--- src/rtl/nand_ci_pkg.sv ---
package nand_ci_pkg;
  localparam logic [7:0] OP_PROG_SETUP  = 8'h80;
  localparam logic [7:0] OP_RAND_IN     = 8'h85;
  localparam logic [7:0] OP_PROG_GO     = 8'h10;
  localparam logic [7:0] OP_ERASE_SETUP = 8'h60;
  localparam logic [7:0] OP_ERASE_GO    = 8'hD0;
  localparam logic [7:0] OP_STATUS      = 8'h70;
  localparam logic [7:0] OP_RESET       = 8'hFF;

  typedef enum logic [2:0] {
    ST_IDLE,
    ST_PADDR,
    ST_PDATA,
    ST_RADDR,
    ST_EADDR,
    ST_EWAIT,
    ST_BUSY
  } ci_state_e;
endpackage

--- src/rtl/nand_ci_busy_timer.sv ---
module nand_ci_busy_timer #(
  parameter int CNT_W = 8
) (
  input  logic             clk_i,
  input  logic             rst_ni,
  input  logic             load_i,
  input  logic [CNT_W-1:0] val_i,
  input  logic             clr_i,
  output logic             done_o
);
  logic [CNT_W-1:0] cnt_q;

  always_ff @(posedge clk_i or negedge rst_ni) begin
    if (!rst_ni)                 cnt_q <= '0;
    else if (clr_i)              cnt_q <= '0;
    else if (load_i)             cnt_q <= val_i;
    else if (cnt_q != '0)        cnt_q <= cnt_q - 1'b1;
  end

  assign done_o = (cnt_q == CNT_W'(1));

  // a terminal count is followed by an idle counter unless reloaded
  p_done_single_r2: assert property (@(posedge clk_i) disable iff (!rst_ni)
    done_o && !load_i && !clr_i |=> !done_o);
endmodule

--- src/rtl/nand_ci_page_buf.sv ---
module nand_ci_page_buf #(
  parameter int PAGE_BYTES = 10
) (
  input  logic                    clk_i,
  input  logic                    rst_ni,
  input  logic                    clr_i,
  input  logic                    set_ptr_i,
  input  logic [15:0]             ptr_i,
  input  logic                    wr_i,
  input  logic [7:0]              data_i,
  output logic [PAGE_BYTES*8-1:0] page_o,
  output logic [PAGE_BYTES-1:0]   mask_o
);
  logic [15:0] ptr_q;

  always_ff @(posedge clk_i or negedge rst_ni) begin
    if (!rst_ni)                ptr_q <= '0;
    else if (clr_i)             ptr_q <= '0;
    else if (set_ptr_i)         ptr_q <= ptr_i;
    else if (wr_i)              ptr_q <= ptr_q + 16'd1;
  end

  for (genvar i = 0; i < PAGE_BYTES; i++) begin : g_byte
    always_ff @(posedge clk_i or negedge rst_ni) begin
      if (!rst_ni) begin
        page_o[i*8 +: 8] <= 8'hFF;
        mask_o[i]        <= 1'b0;
      end else if (clr_i) begin
        page_o[i*8 +: 8] <= 8'hFF;
        mask_o[i]        <= 1'b0;
      end else if (wr_i && !set_ptr_i && ptr_q == 16'(i)) begin
        page_o[i*8 +: 8] <= data_i;
        mask_o[i]        <= 1'b1;
      end
    end
  end

  // each data byte advances the column by exactly one
  p_ptr_step_r8: assert property (@(posedge clk_i) disable iff (!rst_ni)
    wr_i && !set_ptr_i && !clr_i |=> ptr_q == $past(ptr_q) + 16'd1);
endmodule

--- src/rtl/nand_ci_array.sv ---
module nand_ci_array #(
  parameter int PAGE_BYTES    = 10,
  parameter int PAGES_PER_BLK = 4,
  parameter int BLOCKS        = 4,
  localparam int PW           = PAGE_BYTES * 8,
  localparam int PG_W         = $clog2(PAGES_PER_BLK),
  localparam int BLK_W        = $clog2(BLOCKS),
  localparam int IDX_W        = PG_W + BLK_W,
  localparam int NPG          = PAGES_PER_BLK * BLOCKS
) (
  input  logic             clk_i,
  input  logic             rst_ni,
  input  logic [IDX_W-1:0] idx_i,
  input  logic [PW-1:0]    buf_i,
  input  logic             prog_i,
  input  logic             erase_i,
  output logic [PW-1:0]    cur_o
);
  logic [PW-1:0] mem_q [NPG];
  logic [BLK_W-1:0] blk;

  assign blk   = idx_i[PG_W +: BLK_W];
  assign cur_o = mem_q[idx_i];

  for (genvar p = 0; p < NPG; p++) begin : g_page
    always_ff @(posedge clk_i or negedge rst_ni) begin
      if (!rst_ni)                                            mem_q[p] <= '1;
      else if (prog_i && idx_i == IDX_W'(p))                  mem_q[p] <= mem_q[p] & buf_i;
      else if (erase_i && blk == BLK_W'(p / PAGES_PER_BLK))   mem_q[p] <= '1;
    end
  end

  // a program commit never sets a bit that was clear
  p_prog_clear_only_r6: assert property (@(posedge clk_i) disable iff (!rst_ni)
    prog_i && !erase_i |=> (cur_o & ~$past(cur_o)) == '0);
  // an erase commit leaves the addressed page all ones
  p_erase_ones_r7: assert property (@(posedge clk_i) disable iff (!rst_ni)
    erase_i && !prog_i |=> &cur_o);
endmodule

--- src/rtl/nand_ci.sv ---
module nand_ci
  import nand_ci_pkg::*;
#(
  parameter int MAIN_BYTES    = 8,
  parameter int SPARE_BYTES   = 2,
  parameter int PAGES_PER_BLK = 4,
  parameter int BLOCKS        = 4,
  parameter int PROG_CYC      = 12,
  parameter int ERASE_CYC     = 20
) (
  input  logic       clk_i,
  input  logic       rst_ni,
  input  logic       we_i,
  input  logic       cmd_i,
  input  logic       addr_i,
  input  logic       re_i,
  input  logic [7:0] io_i,
  output logic [7:0] io_o,
  output logic       rb_o
);
  localparam int PAGE_BYTES = MAIN_BYTES + SPARE_BYTES;
  localparam int PW         = PAGE_BYTES * 8;
  localparam int IDX_W      = $clog2(PAGES_PER_BLK) + $clog2(BLOCKS);
  localparam int MAX_CYC    = (PROG_CYC > ERASE_CYC) ? PROG_CYC : ERASE_CYC;
  localparam int CNT_W      = $clog2(MAX_CYC + 1);

  ci_state_e        state_q;
  logic [2:0]       acnt_q;
  logic [7:0]       col_lo_q;
  logic [IDX_W-1:0] idx_q;
  logic             stat_mode_q, fail_q, pend_fail_q, op_erase_q;
  logic             cmd_we, addr_we, data_we, busy, done, abort;
  logic             start_prog, start_erase, commit, col_set, prog_fail;
  logic [PW-1:0]    page_buf, cur_page;
  logic [PAGE_BYTES-1:0] mask;
  logic [7:0]       status;

  assign cmd_we  = we_i & cmd_i;
  assign addr_we = we_i & addr_i & ~cmd_i;
  assign data_we = we_i & ~cmd_i & ~addr_i;
  assign busy    = (state_q == ST_BUSY);
  assign abort   = cmd_we && io_i == OP_RESET;
  assign rb_o    = ~busy;

  assign start_prog  = !busy && cmd_we && io_i == OP_PROG_GO && state_q == ST_PDATA;
  assign start_erase = !busy && cmd_we && io_i == OP_ERASE_GO && state_q == ST_EWAIT;
  assign commit      = busy && done && !abort;
  assign col_set     = addr_we && acnt_q == 3'd1 && (state_q == ST_PADDR || state_q == ST_RADDR);
  assign status      = {1'b0, ~busy, 5'b0, fail_q};

  // fail only where a loaded byte asks for a 1 over a programmed 0
  always_comb begin
    prog_fail = 1'b0;
    for (int i = 0; i < PAGE_BYTES; i++)
      if (mask[i]) prog_fail |= |(page_buf[i*8 +: 8] & ~cur_page[i*8 +: 8]);
  end

  always_ff @(posedge clk_i or negedge rst_ni) begin
    if (!rst_ni) begin
      state_q     <= ST_IDLE;
      acnt_q      <= '0;
      col_lo_q    <= '0;
      idx_q       <= '0;
      stat_mode_q <= 1'b0;
      fail_q      <= 1'b0;
      pend_fail_q <= 1'b0;
      op_erase_q  <= 1'b0;
    end else if (abort) begin
      state_q     <= ST_IDLE;
      stat_mode_q <= 1'b0;
      fail_q      <= 1'b0;
    end else if (busy) begin
      if (cmd_we && io_i == OP_STATUS) stat_mode_q <= 1'b1;
      if (done) begin
        state_q <= ST_IDLE;
        fail_q  <= pend_fail_q;
      end
    end else if (cmd_we) begin
      stat_mode_q <= (io_i == OP_STATUS);
      acnt_q      <= '0;
      unique case (io_i)
        OP_PROG_SETUP:  state_q <= ST_PADDR;
        OP_RAND_IN:     state_q <= (state_q == ST_PDATA) ? ST_RADDR : ST_IDLE;
        OP_ERASE_SETUP: state_q <= ST_EADDR;
        OP_STATUS:      state_q <= state_q;
        OP_PROG_GO, OP_ERASE_GO: begin
          if (start_prog || start_erase) begin
            state_q     <= ST_BUSY;
            op_erase_q  <= start_erase;
            pend_fail_q <= start_prog && prog_fail;
            fail_q      <= 1'b0;
          end else begin
            state_q <= ST_IDLE;
          end
        end
        default:        state_q <= ST_IDLE;
      endcase
    end else if (addr_we) begin
      acnt_q <= acnt_q + 3'd1;
      case (state_q)
        ST_PADDR: begin
          if (acnt_q == 3'd0) col_lo_q <= io_i;
          if (acnt_q == 3'd2) idx_q <= io_i[IDX_W-1:0];
          if (acnt_q == 3'd4) state_q <= ST_PDATA;
        end
        ST_RADDR: begin
          if (acnt_q == 3'd0) col_lo_q <= io_i;
          if (acnt_q == 3'd1) state_q <= ST_PDATA;
        end
        ST_EADDR: begin
          if (acnt_q == 3'd0) idx_q <= io_i[IDX_W-1:0];
          if (acnt_q == 3'd2) state_q <= ST_EWAIT;
        end
        default: ;
      endcase
    end
  end

  always_ff @(posedge clk_i or negedge rst_ni) begin
    if (!rst_ni)   io_o <= 8'h00;
    else if (re_i) io_o <= stat_mode_q ? status : 8'h00;
  end

  nand_ci_busy_timer #(.CNT_W(CNT_W)) u_timer (
    .clk_i  (clk_i),
    .rst_ni (rst_ni),
    .load_i (start_prog || start_erase),
    .val_i  (start_erase ? CNT_W'(ERASE_CYC) : CNT_W'(PROG_CYC)),
    .clr_i  (abort),
    .done_o (done)
  );

  nand_ci_page_buf #(.PAGE_BYTES(PAGE_BYTES)) u_buf (
    .clk_i     (clk_i),
    .rst_ni    (rst_ni),
    .clr_i     (!busy && cmd_we && io_i == OP_PROG_SETUP),
    .set_ptr_i (col_set),
    .ptr_i     ({io_i, col_lo_q}),
    .wr_i      (data_we && state_q == ST_PDATA),
    .data_i    (io_i),
    .page_o    (page_buf),
    .mask_o    (mask)
  );

  nand_ci_array #(
    .PAGE_BYTES    (PAGE_BYTES),
    .PAGES_PER_BLK (PAGES_PER_BLK),
    .BLOCKS        (BLOCKS)
  ) u_array (
    .clk_i   (clk_i),
    .rst_ni  (rst_ni),
    .idx_i   (idx_q),
    .buf_i   (page_buf),
    .prog_i  (commit && !op_erase_q),
    .erase_i (commit && op_erase_q),
    .cur_o   (cur_page)
  );

  p_prog_busy_r2: assert property (@(posedge clk_i) disable iff (!rst_ni)
    start_prog && !abort |=> !rb_o);
  p_erase_busy_r3: assert property (@(posedge clk_i) disable iff (!rst_ni)
    start_erase && !abort |=> !rb_o);
  p_status_bits_r4: assert property (@(posedge clk_i) disable iff (!rst_ni)
    re_i |=> io_o[7] == 1'b0 && io_o[5:1] == 5'b0);
  p_ignore_busy_r5: assert property (@(posedge clk_i) disable iff (!rst_ni)
    busy && !done && cmd_we && io_i != OP_RESET |=> !rb_o);
  p_reset_abort_r10: assert property (@(posedge clk_i) disable iff (!rst_ni)
    abort |=> rb_o && !fail_q);
endmodule

--- config.mk ---
export PLATFORM = sky130hd
export DESIGN_NAME = nand_ci
export DESIGN_NICKNAME = d
export VERILOG_FILES = /design/src/rtl/nand_ci_pkg.sv /design/src/rtl/nand_ci_busy_timer.sv /design/src/rtl/nand_ci_page_buf.sv /design/src/rtl/nand_ci_array.sv /design/src/rtl/nand_ci.sv
export SDC_FILE = /design/constraint.sdc
export NUM_CORES = 2
export LEC_CHECK = 0
export ABC_AREA = 1
export BUFFER_PORTS_ARGS = -buffer_cell sky130_fd_sc_hd__buf_2
export CAP_MARGIN = 20
export CORE_MARGIN = 2
export CORE_UTILIZATION = 51
export DETAILED_ROUTE_END_ITERATION = 6
export GPL_ROUTABILITY_DRIVEN = 0
export GPL_TIMING_DRIVEN = 0
export PLACE_DENSITY = 0.69
export SLEW_MARGIN = 30
export SYNTH_ARGS = -nofsm -noshare
export SYNTH_HDL_FRONTEND = slang
export SYNTH_HIERARCHICAL = 1
export SYNTH_SLANG_ARGS = --single-unit
--- constraint.sdc ---
create_clock -name clk_i -period 4.75 [get_ports clk_i]
set_input_delay 0.95 -clock clk_i [delete_from_list [all_inputs] [get_ports clk_i]]
set_output_delay 0.95 -clock clk_i [all_outputs]
set_load 0.005 [all_outputs]
==> results.json <==
{
  "post-route-period-util_pct": 98.9,
  "clock_tree.htree_level_count": 4,
  "violated_checks": "DRC",
  "synthMuxAreaShare_pct": 0,
  "root_buffer": "clkbuf_16",
  "port_buffers": 16,
  "cp_cell_sequence": "inv_1, nand3_1, inv_1, nand3_1, nor2_1, inv_2, nor2_4, buf_4, buf_6, nand2_1, nand2_4, buf_4, nand2_1, nand2_1, o21ai_1",
  "max_freq_mhz": 213,
  "finalMaxSlewViolations": 0,
  "first_iter_violations": 8966,
  "finalClockSkew_ps": 31.3,
  "route.vias.total": 69959,
  "worstRegToRegCells": 15,
  "cts.path.max_buffers": 3,
  "grt_first_pass_wirelength_um": 398000,
  "floorplan.die.width_um": 383,
  "clock_sink_count": 1415,
  "timing.max_slew.rel_slack_pct": 26.4,
  "dp_hpwl_um": 186000,
  "finalSetupViolCount": 0,
  "design.portCount": 23,
  "design.die.area_sq_um": 147000,
  "dpl.cell_count": 12308,
  "crit_path_frequent_cell": "nand2_1",
  "setup_ws_ps": 52.4,
  "crit_arrival_ps": 5400,
  "setup_tns_ps": 0,
  "layout_utilization_pct": 57.6,
  "post-route-drc-count": 1,
  "rr_endpoint": "u_array/mem_q[649]$_DFFE_PN1P_",
  "placement_setup_slack_ps": -604,
  "cts_setup_buffers": 0,
  "timing.final.hold_violations": 0,
  "yosys.area_share.adder_pct": 0.170,
  "reg2reg_from": "state_q[0]$_DFFE_PN0P_",
  "gr-total-overflow": 0,
  "post_synth.cell_area_avg_sq_um": 7.10,
  "synth_area_sq_um": 73400,
  "cp.buffers_inverters": 6,
  "drt-wirelength-per-cell_um": 21.2,
  "critPathSlowestCell": "nor2_4",
  "clk-insertion-delay-late_ps": 820,
  "detail_route.vias_per_cell": 5.54,
  "layout.cells.most_common_list": "nand2_1, dfstp_2, o21ai_0",
  "synth_simple_gate_area_share_pct": 33.5,
  "die_h_um": 383,
  "worst_setup_path_start_kind": "register",
  "status": "finished, violations left",
  "gr-usage-all-layers_pct": 35.9,
  "postSynthRegisterBits": 1415,
  "main_combinational_cell_family_by_area_after_synthesis": "simple AND/OR/NAND/NOR gates",
  "antenna_left": 0,
  "post_route_cells_drive_above_1_share_pct": 18.8,
  "unrepaired_setup_endpoints_after_global_routing": "no",
  "peak_per_stage_delay_on_the_critical_path_ps": 580,
  "synth_compound_area_share_pct": 9.30,
  "ys_top_cells_by_area": "dfstp_2, nand2_1, o21ai_0, clkbuf_1, inv_1",
  "grt_max_degree": 124,
  "worst_path_dominant_cell_family": "simple AND/OR/NAND/NOR gates",
  "post_synth_inst_count": 10339,
  "worst_pin_slew_ps": 1100,
  "post-synth-top-area-fraction_pct": 48.7,
  "final_common_cell": "nand2_1",
  "required_ps": 5450,
  "dr.pass1.iters": 7,
  "synth_xor_xnor_area_share_pct": 0.0835,
  "yosys_warnings": 6,
  "antenna_violations_before_repair": 23,
  "max_cap_viol": 0,
  "pwr_density_cell_nw_per_um2": 488,
  "cts_made_buffers": 156,
  "worstPathMaxFanout": 12,
  "placementRows": 139,
  "number_of_global_route_vias_before_repair": 65348,
  "final_net_count": 10589,
  "endpoint_kind": "register",
  "synth_top_cell_by_area": "dfstp_2",
  "critical_path_class": "register to register",
  "initial_core_util_pct": 51.2,
  "coreArea_sq_um": 143000,
  "power.leakage_nw": 37.8,
  "yosysUniqueCellTypes": 41,
  "tritoncts": "yes",
  "hold_buffers": 0,
  "hold_path.class": "input port to asynchronous set/reset pin",
  "layout-area-overhead-vs-synth_pct": 12.4,
  "rrSetupSlack_ps": 50,
  "layout_min_cycle_time_ps": 4700,
  "ys_seq_area_share_pct": 50.6,
  "power.ir.vdd_worst_mv": 0.370,
  "worst_setup_hold_path_clk_slew_ps": 60,
  "routed_wl_um": 268000,
  "layout.cells.non_filler": 12622
}
[routing by layer]
layer | GRT usage, % | wire, um | vias up
met2 | 52.7 | 115000 | 3602
met1 | 47.3 | 105000 | 33247
met5 | 0 | 77 | -
met4 | 22.5 | 18400 | 14
li1 | - | - | 32299
met3 | 9.21 | 29600 | 797
[worst reg2reg max path: stages (launching register included)]
cell	delay [ps]
dfrtp_1	440
inv_1	100
nand3_1	290
inv_1	210
nand3_1	170
nor2_1	530
inv_2	100
nor2_4	580
buf_4	570
buf_6	430
nand2_1	190
nand2_4	460
buf_4	290
nand2_1	70
nand2_1	100
o21ai_1	60
[state kept, by name (all words and copies together), names as in the netlist]
name / cells
acnt_q: 3
u_buf/ptr_q: 16
stat_mode_q: 1
op_erase_q: 1
io_o: 2
u_array/mem_q: 1280
u_buf/page_o: 80
state_q: 3
pend_fail_q: 1
idx_q: 4
u_timer/cnt_q: 5
fail_q: 1
col_lo_q: 8
u_buf/mask_o: 10
[repair_timing]
action                     in CTS  in global routing
setup endpoints to repair      66                 13
pin swaps                       0                  0
resized for setup               2                  2
[how the worst max path moves through the flow]
stage,end,start,cells past startpoint
after global placement,u_buf/mask_o[8]$_DFFE_PN0P_,rst_ni,1
after floorplan,u_array/mem_q[1009]$_DFFE_PN1P_,cmd_i,15
after CTS,u_array/mem_q[8]$_DFFE_PN1P_,state_q[0]$_DFFE_PN0P_,14
after detailed placement,u_array/mem_q[671]$_DFFE_PN1P_,we_i,16
final,u_array/mem_q[649]$_DFFE_PN1P_,state_q[0]$_DFFE_PN0P_,15
after global routing,u_array/mem_q[701]$_DFFE_PN1P_,state_q[0]$_DFFE_PN0P_,15
[synth_stat cells (all sizes together)]
master / number
nand2: 6128
dfstp: 1360
o21ai: 1330
clkbuf: 468
inv: 405
buf: 263
nand3: 137
nor2: 114
dfrtp: 55
a21oi: 21
nand4: 13
ha: 10
or2: 10
xor2: 7
o22ai: 4
nor3: 3
a21boi: 2
conb: 2
nor3b: 2
a21o: 1
clkinv: 1
nor4: 1
o211ai: 1
o32ai: 1
[stage by stage]
step / hold WS [ps] / total power, mW / cell area [sq um]
3_5_place_dp: 462 / 27.4 / 77100
3_3_place_gp: 457 / 26.7 / 75900
4_1_cts: 332 / 40.0 / 82400
5_1_grt: 378 / 42.1 / 82500
2_1_floorplan: 453 / 23.1 / 73400
6_report: 358 / 40.3 / 82500
[where the power goes]
group / leakage, nW / total [mW] / internal [mW] / switching (mW)
Clock: 2.61 / 12.6 / 7.39 / 5.23
Sequential: 14.7 / 17.2 / 15.7 / 1.52
Combinational: 20.5 / 10.4 / 2.95 / 7.49
[final cells by class]
cell class,count,area [sq um]
multi-input combinational,7794,31700
clock inverter,46,603
inverter,406,1520
sequential,1415,37100
fill,13407,60800
tap,1903,2380
clock buffer,242,4700
timing repair buffer,61,1210
buffer,731,3180
antenna,24,60.1
[cells by family after synthesis]
kind of cell	Yosys count
adder cells (fa/ha/maj)	10
other	2
buffers and inverters	1137
AND/OR/NAND/NOR	6408
XOR/XNOR	7
flip-flops	1415
AO/OA/AOI/OAI	1360
Note: power is estimated with default switching activity, not from simulation.
